File: src/rtl/adc_conv_seq_pkg.sv
package adc_conv_seq_pkg;
  typedef enum logic [3:0] {
    S_IDLE, S_DLY, S_SRC, S_SEL, S_UNMASK, S_KICK, S_WAIT,
    S_TD_MASK, S_TD_SEL, S_TD_FORCE
  } seq_state_e;

  localparam logic [1:0] ERR_NONE    = 2'd0;
  localparam logic [1:0] ERR_TIMEOUT = 2'd1;
  localparam logic [1:0] ERR_BADCH   = 2'd2;
endpackage

File: src/rtl/isrc_quant.sv
module isrc_quant #(
  parameter int UA_W = 16,
  parameter int LIM0 = 1,
  parameter int LIM1 = 5,
  parameter int LIM2 = 15
) (
  input  logic [UA_W-1:0] ua_i,
  output logic [1:0]      code_o
);
  always_comb begin
    if (ua_i <= UA_W'(LIM0))      code_o = 2'd0;
    else if (ua_i <= UA_W'(LIM1)) code_o = 2'd1;
    else if (ua_i <= UA_W'(LIM2)) code_o = 2'd2;
    else                          code_o = 2'd3;
  end
endmodule

File: src/rtl/tmo_timer.sv
module tmo_timer #(
  parameter longint unsigned LIMIT = 1000
) (
  input  logic clk_i,
  input  logic rst_ni,
  input  logic run_i,
  output logic expired_o
);
  localparam int CNT_W = $clog2(LIMIT + 1);

  logic [CNT_W-1:0] cnt_q;

  always_ff @(posedge clk_i or negedge rst_ni) begin
    if (!rst_ni)       cnt_q <= '0;
    else if (!run_i)   cnt_q <= '0;
    else if (!expired_o) cnt_q <= cnt_q + 1'b1;
  end

  assign expired_o = run_i && (cnt_q == CNT_W'(LIMIT - 1));

  // the wait window never runs past its limit
  p_cnt_bound_r5: assert property (@(posedge clk_i) disable iff (!rst_ni)
    cnt_q < CNT_W'(LIMIT));
endmodule

File: src/rtl/result_fmt.sv
module result_fmt #(
  parameter int BYTE_W = 8,
  parameter int RES_W  = 12
) (
  input  logic [BYTE_W-1:0] lo_i,
  input  logic [BYTE_W-1:0] hi_i,
  output logic [RES_W-1:0]  res_o
);
  localparam int RAW_W = 2 * BYTE_W;
  logic [RAW_W-1:0] raw;
  assign raw   = {hi_i, lo_i};
  assign res_o = raw[RES_W-1:0];
endmodule

File: src/rtl/adc_conv_seq.sv
module adc_conv_seq
  import adc_conv_seq_pkg::*;
#(
  parameter int CH_W       = 4,
  parameter int MAX_CH     = 14,
  parameter int UA_W       = 16,
  parameter int BYTE_W     = 8,
  parameter int RES_W      = 12,
  parameter int CLK_HZ     = 200_000_000,
  parameter int TIMEOUT_MS = 5000
) (
  input  logic              clk_i,
  input  logic              rst_ni,
  input  logic              req_valid_i,
  input  logic [CH_W-1:0]   req_ch_i,
  output logic              req_ready_o,
  input  logic [UA_W-1:0]   cfg_ch0_ua_i,
  input  logic [UA_W-1:0]   cfg_ch3_ua_i,
  input  logic              cfg_ext_delay_i,
  output logic              ext_delay_o,
  output logic [1:0]        isrc0_code_o,
  output logic [1:0]        isrc3_code_o,
  output logic              force_on_o,
  output logic [CH_W-1:0]   sel_ch_o,
  output logic              conv_en_o,
  output logic              eoc_unmask_o,
  output logic              start_o,
  input  logic              eoc_i,
  input  logic [BYTE_W-1:0] result_lo_i,
  input  logic [BYTE_W-1:0] result_hi_i,
  output logic              rsp_valid_o,
  output logic [RES_W-1:0]  rsp_data_o,
  output logic [1:0]        rsp_err_o
);
  localparam longint unsigned TMO_CYC =
    (longint'(CLK_HZ) / 1000) * longint'(TIMEOUT_MS);

  seq_state_e        state_q;
  logic [CH_W-1:0]   ch_q;
  logic [1:0]        code0, code3;
  logic [RES_W-1:0]  res;
  logic              expired;
  logic              bad_ch;

  isrc_quant #(.UA_W(UA_W), .LIM0(1), .LIM1(5),  .LIM2(15))
    u_q0 (.ua_i(cfg_ch0_ua_i), .code_o(code0));
  isrc_quant #(.UA_W(UA_W), .LIM0(1), .LIM1(10), .LIM2(400))
    u_q3 (.ua_i(cfg_ch3_ua_i), .code_o(code3));

  tmo_timer #(.LIMIT(TMO_CYC)) u_tmo (
    .clk_i(clk_i), .rst_ni(rst_ni),
    .run_i(state_q == S_WAIT), .expired_o(expired)
  );

  result_fmt #(.BYTE_W(BYTE_W), .RES_W(RES_W)) u_fmt (
    .lo_i(result_lo_i), .hi_i(result_hi_i), .res_o(res)
  );

  assign req_ready_o = (state_q == S_IDLE);
  assign bad_ch      = req_ch_i > CH_W'(MAX_CH);

  always_ff @(posedge clk_i or negedge rst_ni) begin
    if (!rst_ni) begin
      state_q      <= S_IDLE;
      ch_q         <= '0;
      ext_delay_o  <= 1'b0;
      isrc0_code_o <= 2'd0;
      isrc3_code_o <= 2'd0;
      force_on_o   <= 1'b0;
      sel_ch_o     <= '0;
      conv_en_o    <= 1'b0;
      eoc_unmask_o <= 1'b0;
      start_o      <= 1'b0;
      rsp_valid_o  <= 1'b0;
      rsp_data_o   <= '0;
      rsp_err_o    <= ERR_NONE;
    end else begin
      start_o     <= 1'b0;
      rsp_valid_o <= 1'b0;
      unique case (state_q)
        S_IDLE: if (req_valid_i) begin
          if (bad_ch) begin
            rsp_valid_o <= 1'b1;
            rsp_err_o   <= ERR_BADCH;
            rsp_data_o  <= '0;
          end else begin
            ch_q    <= req_ch_i;
            state_q <= S_DLY;
          end
        end
        S_DLY: begin
          ext_delay_o <= cfg_ext_delay_i;
          state_q     <= S_SRC;
        end
        S_SRC: begin
          isrc0_code_o <= code0;
          isrc3_code_o <= code3;
          force_on_o   <= 1'b1;
          state_q      <= S_SEL;
        end
        S_SEL: begin
          sel_ch_o  <= ch_q;
          conv_en_o <= 1'b1;
          state_q   <= S_UNMASK;
        end
        S_UNMASK: begin
          eoc_unmask_o <= 1'b1;
          state_q      <= S_KICK;
        end
        S_KICK: begin
          start_o <= 1'b1;
          state_q <= S_WAIT;
        end
        S_WAIT: begin
          if (eoc_i) begin
            rsp_data_o <= res;
            rsp_err_o  <= ERR_NONE;
            state_q    <= S_TD_MASK;
          end else if (expired) begin
            rsp_data_o <= '0;
            rsp_err_o  <= ERR_TIMEOUT;
            state_q    <= S_TD_MASK;
          end
        end
        S_TD_MASK: begin
          eoc_unmask_o <= 1'b0;
          state_q      <= S_TD_SEL;
        end
        S_TD_SEL: begin
          sel_ch_o  <= '0;
          conv_en_o <= 1'b0;
          state_q   <= S_TD_FORCE;
        end
        S_TD_FORCE: begin
          force_on_o  <= 1'b0;
          rsp_valid_o <= 1'b1;
          state_q     <= S_IDLE;
        end
        default: state_q <= S_IDLE;
      endcase
    end
  end

  p_busy_after_accept_r1: assert property (@(posedge clk_i) disable iff (!rst_ni)
    (req_valid_i && req_ready_o && !bad_ch) |=> !req_ready_o);

  p_enable_after_force_r2: assert property (@(posedge clk_i) disable iff (!rst_ni)
    $rose(conv_en_o) |-> force_on_o && !eoc_unmask_o);

  p_unmask_after_sel_r2: assert property (@(posedge clk_i) disable iff (!rst_ni)
    $rose(eoc_unmask_o) |-> conv_en_o && force_on_o);

  p_start_gated_r3: assert property (@(posedge clk_i) disable iff (!rst_ni)
    start_o |-> eoc_unmask_o && conv_en_o && force_on_o);

  p_start_pulse_r3: assert property (@(posedge clk_i) disable iff (!rst_ni)
    start_o |=> !start_o);

  p_sel_clear_r6: assert property (@(posedge clk_i) disable iff (!rst_ni)
    $fell(conv_en_o) |-> !eoc_unmask_o && force_on_o && (sel_ch_o == '0));

  p_force_last_r6: assert property (@(posedge clk_i) disable iff (!rst_ni)
    $fell(force_on_o) |-> !conv_en_o && !eoc_unmask_o && rsp_valid_o);

  p_reject_r7: assert property (@(posedge clk_i) disable iff (!rst_ni)
    (req_valid_i && req_ready_o && bad_ch) |=>
      rsp_valid_o && (rsp_err_o == ERR_BADCH) && !force_on_o && !start_o);
endmodule

File: config.mk
export PLATFORM = sky130hd
export DESIGN_NAME = adc_conv_seq
export DESIGN_NICKNAME = d
export VERILOG_FILES = /design/src/rtl/adc_conv_seq_pkg.sv /design/src/rtl/isrc_quant.sv /design/src/rtl/tmo_timer.sv /design/src/rtl/result_fmt.sv /design/src/rtl/adc_conv_seq.sv
export SDC_FILE = /design/constraint.sdc
export NUM_CORES = 1
export LEC_CHECK = 0
export ABC_CLOCK_PERIOD_IN_PS = 6500
export BUFFER_PORTS_ARGS = -buffer_cell sky130_fd_sc_hd__buf_2
export CORE_MARGIN = 5
export CORE_UTILIZATION = 57
export DETAILED_ROUTE_END_ITERATION = 8
export PLACE_DENSITY = 0.88
export SLEW_MARGIN = 20
export SYNTH_ARGS = -nofsm -noshare
export SYNTH_HDL_FRONTEND = slang
export SYNTH_SLANG_ARGS = --single-unit
File: constraint.sdc
create_clock -name clk_i -period 6.5 [get_ports clk_i]
set_clock_uncertainty 0.1 [all_clocks]
set_input_delay 0.65 -clock clk_i [delete_from_list [all_inputs] [get_ports clk_i]]
set_output_delay 0.65 -clock clk_i [all_outputs]
set_load 0.05 [all_outputs]
======== Word level (Yosys, flattened, before mapping) ========
Cells that the tools add are included.
word-level totals
  register bits after elaboration ......... 66
  latch bits .............................. 0
  memory bits (writable) .................. 0
  memory bits (read-only) ................. 0
  input port bits ......................... 57
  output and inout port bits .............. 29
  logic and storage cells ................. 78
  memories ................................ 0
operators by class
  add/subtract/negate cells ............... 1
  multiply operators ...................... 0
  divide/modulo/power cells ............... 0
  magnitude comparators ................... 7
  eq/ne operators ......................... 15
  shift-type cells ........................ 0
  multiplexer cells ....................... 31
  bitwise operators ....................... 1
  reductions and logical operators ........ 9
operators by type and width
  operator               count
  $mux 30                2
  $mux 12                4
  $pmux 4 s9             1
  $le 16x1->1 const B    2
  $le 16x4->1 const B    2
  $add 30x1->30 const B  1
  $eq 30x30->1 const B   1
  $pmux 12 s2            1
  $eq 4x3->1 const B     4
  $le 16x3->1 const B    1
  $le 16x9->1 const B    1
  $mux 2                 8
  $mux 4                 4
  $eq 4x2->1 const B     2
  $eq 4x4->1 const B     2
  $pmux 1 s2             4
  $pmux 4 s2             1
  $reduce_bool 2->1      4
  $ne 2x2->1 const B     3
  $reduce_and 3->1       2
  $mux 1                 5
  $eq 4x1->1 const B     1
  $gt 4x4->1 const B     1
  $logic_not 4->1        1
  other kinds (6)        6

======== Depth between registers and ports, before layout ========
Gate-level depths: netlist of run 1.
  depth after elaboration ................. 5
  gate-level depth with buffers ........... 7
  gate-level depth less buffers ........... 6

======== By module ========
Synthesis of run 1 repeated with hierarchy kept, for this count alone.
unflattened totals
  cell total of the unflattened synthesis .. 360
  area, all modules ....................... 3,518.4 um2
by module, submodules not included
  module              times used  cells an instance  area each (um2)  seq. area each (um2)
  adc_conv_seq        1           167                1,725.4          900.9
  tmo_timer           1           161                1,562.7          750.7
  isrc_quant at u_q3  1           12                 92.6             0.0
  result_fmt          1           12                 90.1             0.0
  isrc_quant at u_q0  1           8                  47.5             0.0

======== Worst setup path before layout of run 1 ========
No wires, ideal clock.
  kind .................................... register to register
  start point ............................. register state_q[0]
  end point ............................... register rsp_data_o[10]
  setup time .............................. 0.124 ns
  data arrival time ....................... 2.288 ns
  data required time ...................... 6.276 ns
  setup slack ............................. 3.988 ns
  stages on the path, launching flop included .. 8
  buffers on the path ..................... 2
  period minus slack after synthesis ...... 2.512 ns
  path through ............................ dfrtp_1 > buf_2 > nor4_4 > nand2_2 > or2_1 > clkbuf_1 > and3_1 > a211o_1
on the way
  elaborated cells on any way between the ends .. 9
  those cells by class .................... 4 x eq/ne; 1 x mux; 4 x reduce/logical
RTL lines
  item                                                RTL line             source
  from (decl)                                         adc_conv_seq.sv:38   seq_state_e state_q;
  from (signal assigned)                              adc_conv_seq.sv:64   state_q <= S_IDLE;
  from (signal assigned)                              adc_conv_seq.sv:88   state_q <= S_DLY;
  from (signal assigned)                              adc_conv_seq.sv:93   state_q <= S_SRC;
  $logic_not 4->1 (*)                                 -
  named net req_ready_o                               adc_conv_seq.sv:16   output logic req_ready_o,
  $ne 2x1->1 (no line), or another cell as far along  -
  $reduce_and 4->1 (no line)                          -
  to (signal assigned)                                adc_conv_seq.sv:116  rsp_data_o <= res;
  to (decl)                                           adc_conv_seq.sv:32   output logic [RES_W-1:0] rsp_data_o,
The timed path passes the listed nets; every way through them passes the cells marked *.
A chain may end at the register's enable or synchronous reset.

======== Worst setup path after layout of run 1 ========
  start point ............................. register u_tmo.cnt_q[0]
  end point ............................... register rsp_data_o[1]
on the way
  word-level cells in the longest chain between the ends .. 4
RTL lines
  item                        RTL line         source
  from (decl)                 tmo_timer.sv:11  logic [CNT_W-1:0] cnt_q;
  from (signal assigned)      tmo_timer.sv:16  else if (!expired_o) cnt_q <= cnt_q + 1'b1;
  $eq 30x30->1                tmo_timer.sv:19  assign expired_o = run_i && (cnt_q == CNT_W'(LIMIT - 1));
  $logic_and 1x1->1           tmo_timer.sv:19
  $ne 3x3->1 (no line)        -
  $reduce_and 4->1 (no line)  -
No other way between the ends.

==> results_dict.tcl, run 1 <==
set metrics [dict create \
    run_status "completed" \
    netlist.top_cell.by_area "dfrtp_1" \
    residual_drc 0 \
    cts_hold_buffers 0 \
    vias_in_the_first_global_route 3077 \
    antennaDiodeCount 0 \
    post_cts.repair.setup_buffers 0 \
    flow.area_growth_from_synthesis_pct 18.2 \
    max_slew_margin_pct 32.2 \
    gr-usage-all-layers_pct 23.3 \
    synth-warning-count 0 \
    nFillCells 428 \
    design.final.nets 487 \
    netlist.area_leader.share_pct 48.9 \
    setup-tns-final_ps 0 \
    cts.path.max_buffers 2 \
    clock_tree.root_cell "clkbuf_8" \
    synth_area_leaders "dfrtp_1 (49%), and3_1 (5.6%), nor2_1 (3.9%)" \
    place_congestion 0.835 \
    clock_transition_at_the_registers_of_the_reported_paths_ps 70 \
    critPathLaunchType "flop" \
    grt_start_max_net_pins 67 \
    finalCritPeriodShare_pct 38.3 \
    hpwlAfterDp_um 5750 \
    cp.required_ps 6630 \
    tritoncts "done" \
    io_pins 86 \
    wire_length_of_the_first_global_routing_pass_um 14100 \
    ys_seq_elements 66 \
    cts_repair_resize_count 0 \
    fp.dieArea_sq_mm 0.00757 \
    grt.overflow.total 0 \
    finalMaxSlewViolations 0 \
    detailedRoute.firstIterationViolations 262 \
    setup.worst_path.end_class "flop" \
    setup_violations 0 \
    r2r_start "u_tmo.cnt_q[0]$_DFFE_PN0P_" \
    post_drt_wl_per_cell_um 16.4 \
    fp.coreArea_sq_mm 0.00585 \
    design_power_total_uw 1470 \
    clock_tree.htree_level_count 3 \
    worst-slew-pin-transition_ps 1010 \
    post_synth_num_cell_types 49 \
    fp.dieW_um 87.0 \
    timing_hold_violations_final 0 \
    mappedNetlistArea_sq_mm 0.00338 \
    start_util_pct 57.7 \
    timing.setup.critical_path_class "reg -> reg" \
    place.port_buffers 80 \
    syn-num-nets 409 \
    drt_first_pass_iters 5 \
    clock_insertion_delay_worst_skew_ps 340 \
    synthesis.instances 351 \
    clock.fmax_ghz 0.402 \
    worst_ir_drop_vdd_uv 394 \
    avgViaCountPerCell 6.15 \
    antenna_left 0 \
    cts_inserted_buffers 9 \
    number_of_antenna_violations_at_the_first_check_in_global_routing 0 \
    min_period_ps 2490 \
    avgSynthCellArea_sq_um 9.62 \
    rsz0062_at_grt "no" \
    totalWireLength_um 8330 \
    die_y_um 87.0 \
    final_layout_size_suffix_gt1_share_pct 25.6 \
    synth_sequential_area_ratio_pct 48.9 \
    vias 3128 \
    drv.max_cap_violation_count 0 \
    power_per_cell_area_mw_per_mm2 368 \
    largest_driver_fanout_on_the_critical_path 12 \
    floorplan.rows 28 \
    clock_net_sink_count 66 \
    total_leakage_power_uw 0.00170 \
    cp_data_arrival_time_ps 2620 \
    min_path_type "in -> async" \
    worstSetupStartpoint "u_tmo.cnt_q[0]$_DFFE_PN0P_" \
]
==> final timing paths <==
kind	to	slack, ps	cells after the start
hold / removal	u_tmo.cnt_q[7]$_DFFE_PN0P_	390	2
max in group asynchronous	u_tmo.cnt_q[16]$_DFFE_PN0P_	5380	2
setup / recovery	rsp_data_o[1]$_DFFE_PN0P_	4010	5
setup reg to reg	rsp_data_o[1]$_DFFE_PN0P_	4010	5
min in group clk_i	ch_q[0]$_DFFE_PN0P_	410	1
hold reg to reg	ch_q[0]$_DFFE_PN0P_	410	1
==> cell usage after synthesis (all sizes together) <==
| library cell | number |
|---|---|
| dfrtp | 66 |
| nor2 | 35 |
| and3 | 30 |
| a21oi | 24 |
| nand2 | 21 |
| nor3 | 15 |
| o21ai | 15 |
| nor4 | 14 |
| a211o | 12 |
| xnor2 | 12 |
| nand4 | 11 |
| clkbuf | 9 |
| or3 | 9 |
| inv | 8 |
| nand3 | 8 |
| a31oi | 7 |
| buf | 6 |
| nand2b | 5 |
| o22a | 5 |
| o22ai | 5 |
| or4 | 5 |
| and4 | 3 |
| xor2 | 3 |
| a211oi | 2 |
| a311oi | 2 |
| nor4b | 2 |
| nor4bb | 2 |
| o211ai | 2 |
| o31ai | 2 |
| or2 | 2 |
| a2111o | 1 |
| a21o | 1 |
| a22oi | 1 |
| and2 | 1 |
| ha | 1 |
| mux2 | 1 |
| mux2i | 1 |
| nor3b | 1 |
| o211a | 1 |
==> cell families (layout without fill, tap and decap cells) <==
logic type                 Yosys count  count (layout)  share of synthesized area, %
AOI/OAI and AO/OA                   80              80                          15.4
and+or+nand+nor                    164             164                          28.0
xor gates and xnor gates            15              15                          3.89
DFF                                 66              66                          48.9
buffers and inverters               23             106                          2.85
muxes                                2               2                         0.630
adders and majority gates            1               1                         0.370
==> layout make-up <==
| cell class | instances | area [sq um] | area share (%) |
|---|---|---|---|
| flip-flops and latches | 66 | 1650 | 41.4 |
| clock inverters | 5 | 30.0 | 0.752 |
| clock buffers | 11 | 141 | 3.54 |
| multi-input cells | 262 | 1630 | 40.8 |
| well taps | 75 | 93.8 | 2.35 |
| repair buffers | 82 | 415 | 10.4 |
| inverters | 8 | 30.0 | 0.752 |
==> through the flow <==
stage / setup WS (ps) / cell area (sq um) / cells / hold WS, ps / utilization (%)
after floorplan: 3990 / 3380 / 351 / 254 / -
after global placement: 4160 / 3820 / 493 / 379 / 65.3
after detailed placement: 4070 / 3820 / 493 / 388 / 65.3
after CTS: 4060 / 3990 / 509 / 412 / 68.2
after global routing: 3900 / 3990 / 509 / 428 / 68.2
final: 4010 / 3990 / 509 / 387 / 68.2
==> placed cells by master, fill, tap and decap left out, types with 7 or more instances in the layout <==
master / netlist / layout
nand4_1: 11 / 11
buf_2: 2 / 80
xnor2_1: 12 / 12
dfrtp_1: 66 / 66
inv_1: 8 / 8
a21oi_1: 24 / 24
nand2_1: 18 / 18
nor3_1: 14 / 14
nor2_1: 35 / 35
a31oi_1: 7 / 7
nor4_1: 12 / 12
nand3_1: 8 / 8
and3_1: 30 / 30
a211o_1: 10 / 10
clkbuf_8: 0 / 10
o21ai_0: 15 / 15
==> sequential cells by signal (all words and copies together), names as in the netlist, 2 cells and up <==
register,count
rsp_err_o,2
ch_q,4
isrc0_code_o,2
state_q,4
u_tmo.cnt_q,30
isrc3_code_o,2
rsp_data_o,12
sel_ch_o,4
==> power breakdown <==
| part | internal (uW) | switching [uW] |
|---|---|---|
| Clock | 147 | 157 |
| Combinational | 183 | 393 |
| Sequential | 493 | 97.4 |
==> critical path, stage by stage, from the launching register on <==
cell and delay (ps):
dfrtp_1 450, ha_1 260, nand4_1 260, nor4_4 750, nor3_4 180, a211o_2 370
==> per-layer routing <==
layer  track usage [%]  routed length (um)  vias up
met1              29.9                3350     1504
met4              6.94                 133        0
met5                 0                   0        -
met2              38.3                4260      140
li1                  -                   -     1466
met3              6.62                 582       18
Note: power is estimated with default switching activity, not from simulation.
==> inputs of run 2 (changes only) <==
- ABC_CLOCK_PERIOD_IN_PS: 6500 -> 2200
- CORE_UTILIZATION: 57 -> 48
- PLACE_DENSITY: 0.88 -> 0.79
- clock period: 6.5 -> 2.2 ns (I/O delays scaled with it)
==> results_dict.tcl, run 2 (synthesis results as in run 1) <==
set metrics [dict create \
    clock_insertion_delay_worst_skew_ps 350 \
    min_period_ps 2060 \
    post_cts.repair.setup_buffers 0 \
    grt.overflow.total 0 \
    drv.max_cap_violation_count 0 \
    residual_drc 0 \
    finalWorstSetupSlack_ps 142 \
    fp.dieW_um 93.9 \
    tritoncts "done" \
    max_stage_delay_ps 430 \
    critPathLaunchType "flop" \
    reg_top3 "u_tmo.cnt_q x30, rsp_data_o x12" \
    cp.required_ps 2330 \
    place_congestion 0.829 \
    clock_net_sink_count 66 \
    antenna_left 0 \
    min_path_type "in -> reg" \
    max_slew_margin_pct 63.5 \
    vias_in_the_first_global_route 3108 \
    largest_driver_fanout_on_the_critical_path 12 \
    flow.area_growth_from_synthesis_pct 24.5 \
    drt_first_pass_iters 4 \
    clock_transition_at_the_registers_of_the_reported_paths_ps 70 \
    number_of_flip_flops_in_the_largest_register 30 \
    run_status "completed" \
    avgViaCountPerCell 5.72 \
    antennaDiodeCount 0 \
    start_util_pct 49.5 \
    timing.setup.critical_path_class "reg -> reg" \
    clock_tree.root_cell "clkbuf_8" \
    worst-slew-pin-transition_ps 544 \
    setup_violations 0 \
    total_leakage_power_uw 0.00182 \
    timing_hold_violations_final 0 \
    clock.fmax_ghz 0.486 \
    number_of_antenna_violations_at_the_first_check_in_global_routing 0 \
    wire_length_of_the_first_global_routing_pass_um 14000 \
    io_pins 86 \
    setup.worst_path.end_class "flop" \
    path_cells "nor4bb_1, nand4_1, nor4_4, buf_4, nor3_4, a211o_2" \
    gr-usage-all-layers_pct 19.8 \
    largest_register "u_tmo.cnt_q" \
    cts.path.max_buffers 2 \
    fp.coreArea_sq_mm 0.00683 \
    hpwlAfterDp_um 5870 \
    design.final.nets 507 \
    vias 3145 \
    totalWireLength_um 8210 \
    cpMaxStageDelayCell "dfrtp_1" \
    cp_data_arrival_time_ps 2190 \
    power_per_cell_area_mw_per_mm2 1060 \
    post_drt_wl_per_cell_um 14.9 \
    grt_start_max_net_pins 44 \
    rsz0062_at_grt "no" \
    die_y_um 93.9 \
    nFillCells 590 \
    worst_ir_drop_vdd_uv 732 \
    cts_inserted_buffers 9 \
    detailedRoute.firstIterationViolations 215 \
    fp.dieArea_sq_mm 0.00882 \
    finalCritPeriodShare_pct 93.6 \
    clock_tree.htree_level_count 3 \
    layout.cells.most_common "buf_2" \
    mostFrequentLayoutCells "buf_2 (80), dfrtp_1 (65), nor2_1 (35), and3_1 (30), a21oi_1 (24)" \
    place.port_buffers 80 \
    final_layout_size_suffix_gt1_share_pct 28.9 \
    design_power_total_uw 4470 \
    floorplan.rows 30 \
    dpl_worst_slack_ps 133 \
    fin_worst_hold_slack_ps 10.3 \
    finalMaxSlewViolations 0 \
]
run 2: metrics by stage:
| step | TNS, ps | instance area [sq um] | instances | utilization, % |
|---|---|---|---|---|
| floorplan | -2290 | 3380 | 351 | - |
| global placement | 0 | 4000 | 533 | 58.6 |
| detailed placement | 0 | 4000 | 533 | 58.6 |
| CTS | 0 | 4200 | 550 | 61.5 |
| global route | 0 | 4210 | 550 | 61.6 |
| finish | 0 | 4210 | 550 | 61.6 |
run 2: area by class of cell:
type	instances	area (sq um)	area share, %
repair buffers	102	581	13.8
inverters	8	30.0	0.714
clock buffers	11	131	3.12
well taps	96	120	2.86
clock inverters	5	55.1	1.31
multi-input cells	262	1640	38.9
flip-flops and latches	66	1650	39.3
run 2: path summary, 6_finish.rpt:
path	startpoint	endpoint	slack, ps	cells after the start
worst max-delay path	u_tmo.cnt_q[10]$_DFFE_PN0P_	rsp_data_o[0]$_DFFE_PN0P_	140	6
worst min-delay path	cfg_ext_delay_i	ext_delay_o$_DFFE_PN0P_	10	2
worst max register to register	u_tmo.cnt_q[10]$_DFFE_PN0P_	rsp_data_o[0]$_DFFE_PN0P_	140	6
worst min register to register	ch_q[1]$_DFFE_PN0P_	ch_q[1]$_DFFE_PN0P_	400	1
max in group asynchronous	rst_ni	u_tmo.cnt_q[19]$_DFFE_PN0P_	1270	3
min in group asynchronous	rst_ni	u_tmo.cnt_q[28]$_DFFE_PN0P_	200	2
run 2: power by group:
part	internal, uW	total (uW)	switching (uW)
Sequential	1460	1650	192
Combinational	600	1840	1240
Clock	520	981	461
run 2: metal layers:
layer	part of all wire [%]	vias to the layer above	global-route usage (%)
met1	43	1538	25.6
met3	5.0	11	5.45
met5	0	-	0
met2	50	87	31.7
met4	1.6	0	6.98
li1	-	1509	-
run 2: critical path: cells and delay by family, from the launching register on:
kind            cells  cell delay, ps
simple gates        4             840
flops               1             430
compound gates      1             350
buf+inv             1             220
run 2: timing repair:
| item | in CTS | in global routing |
|---|---|---|
| endpoints found under the setup margin | 0 | 11 |
| resized for setup | 0 | 1 |
| hold buffers | 1 | 0 |
| endpoints found under the hold margin | 11 | 0 |
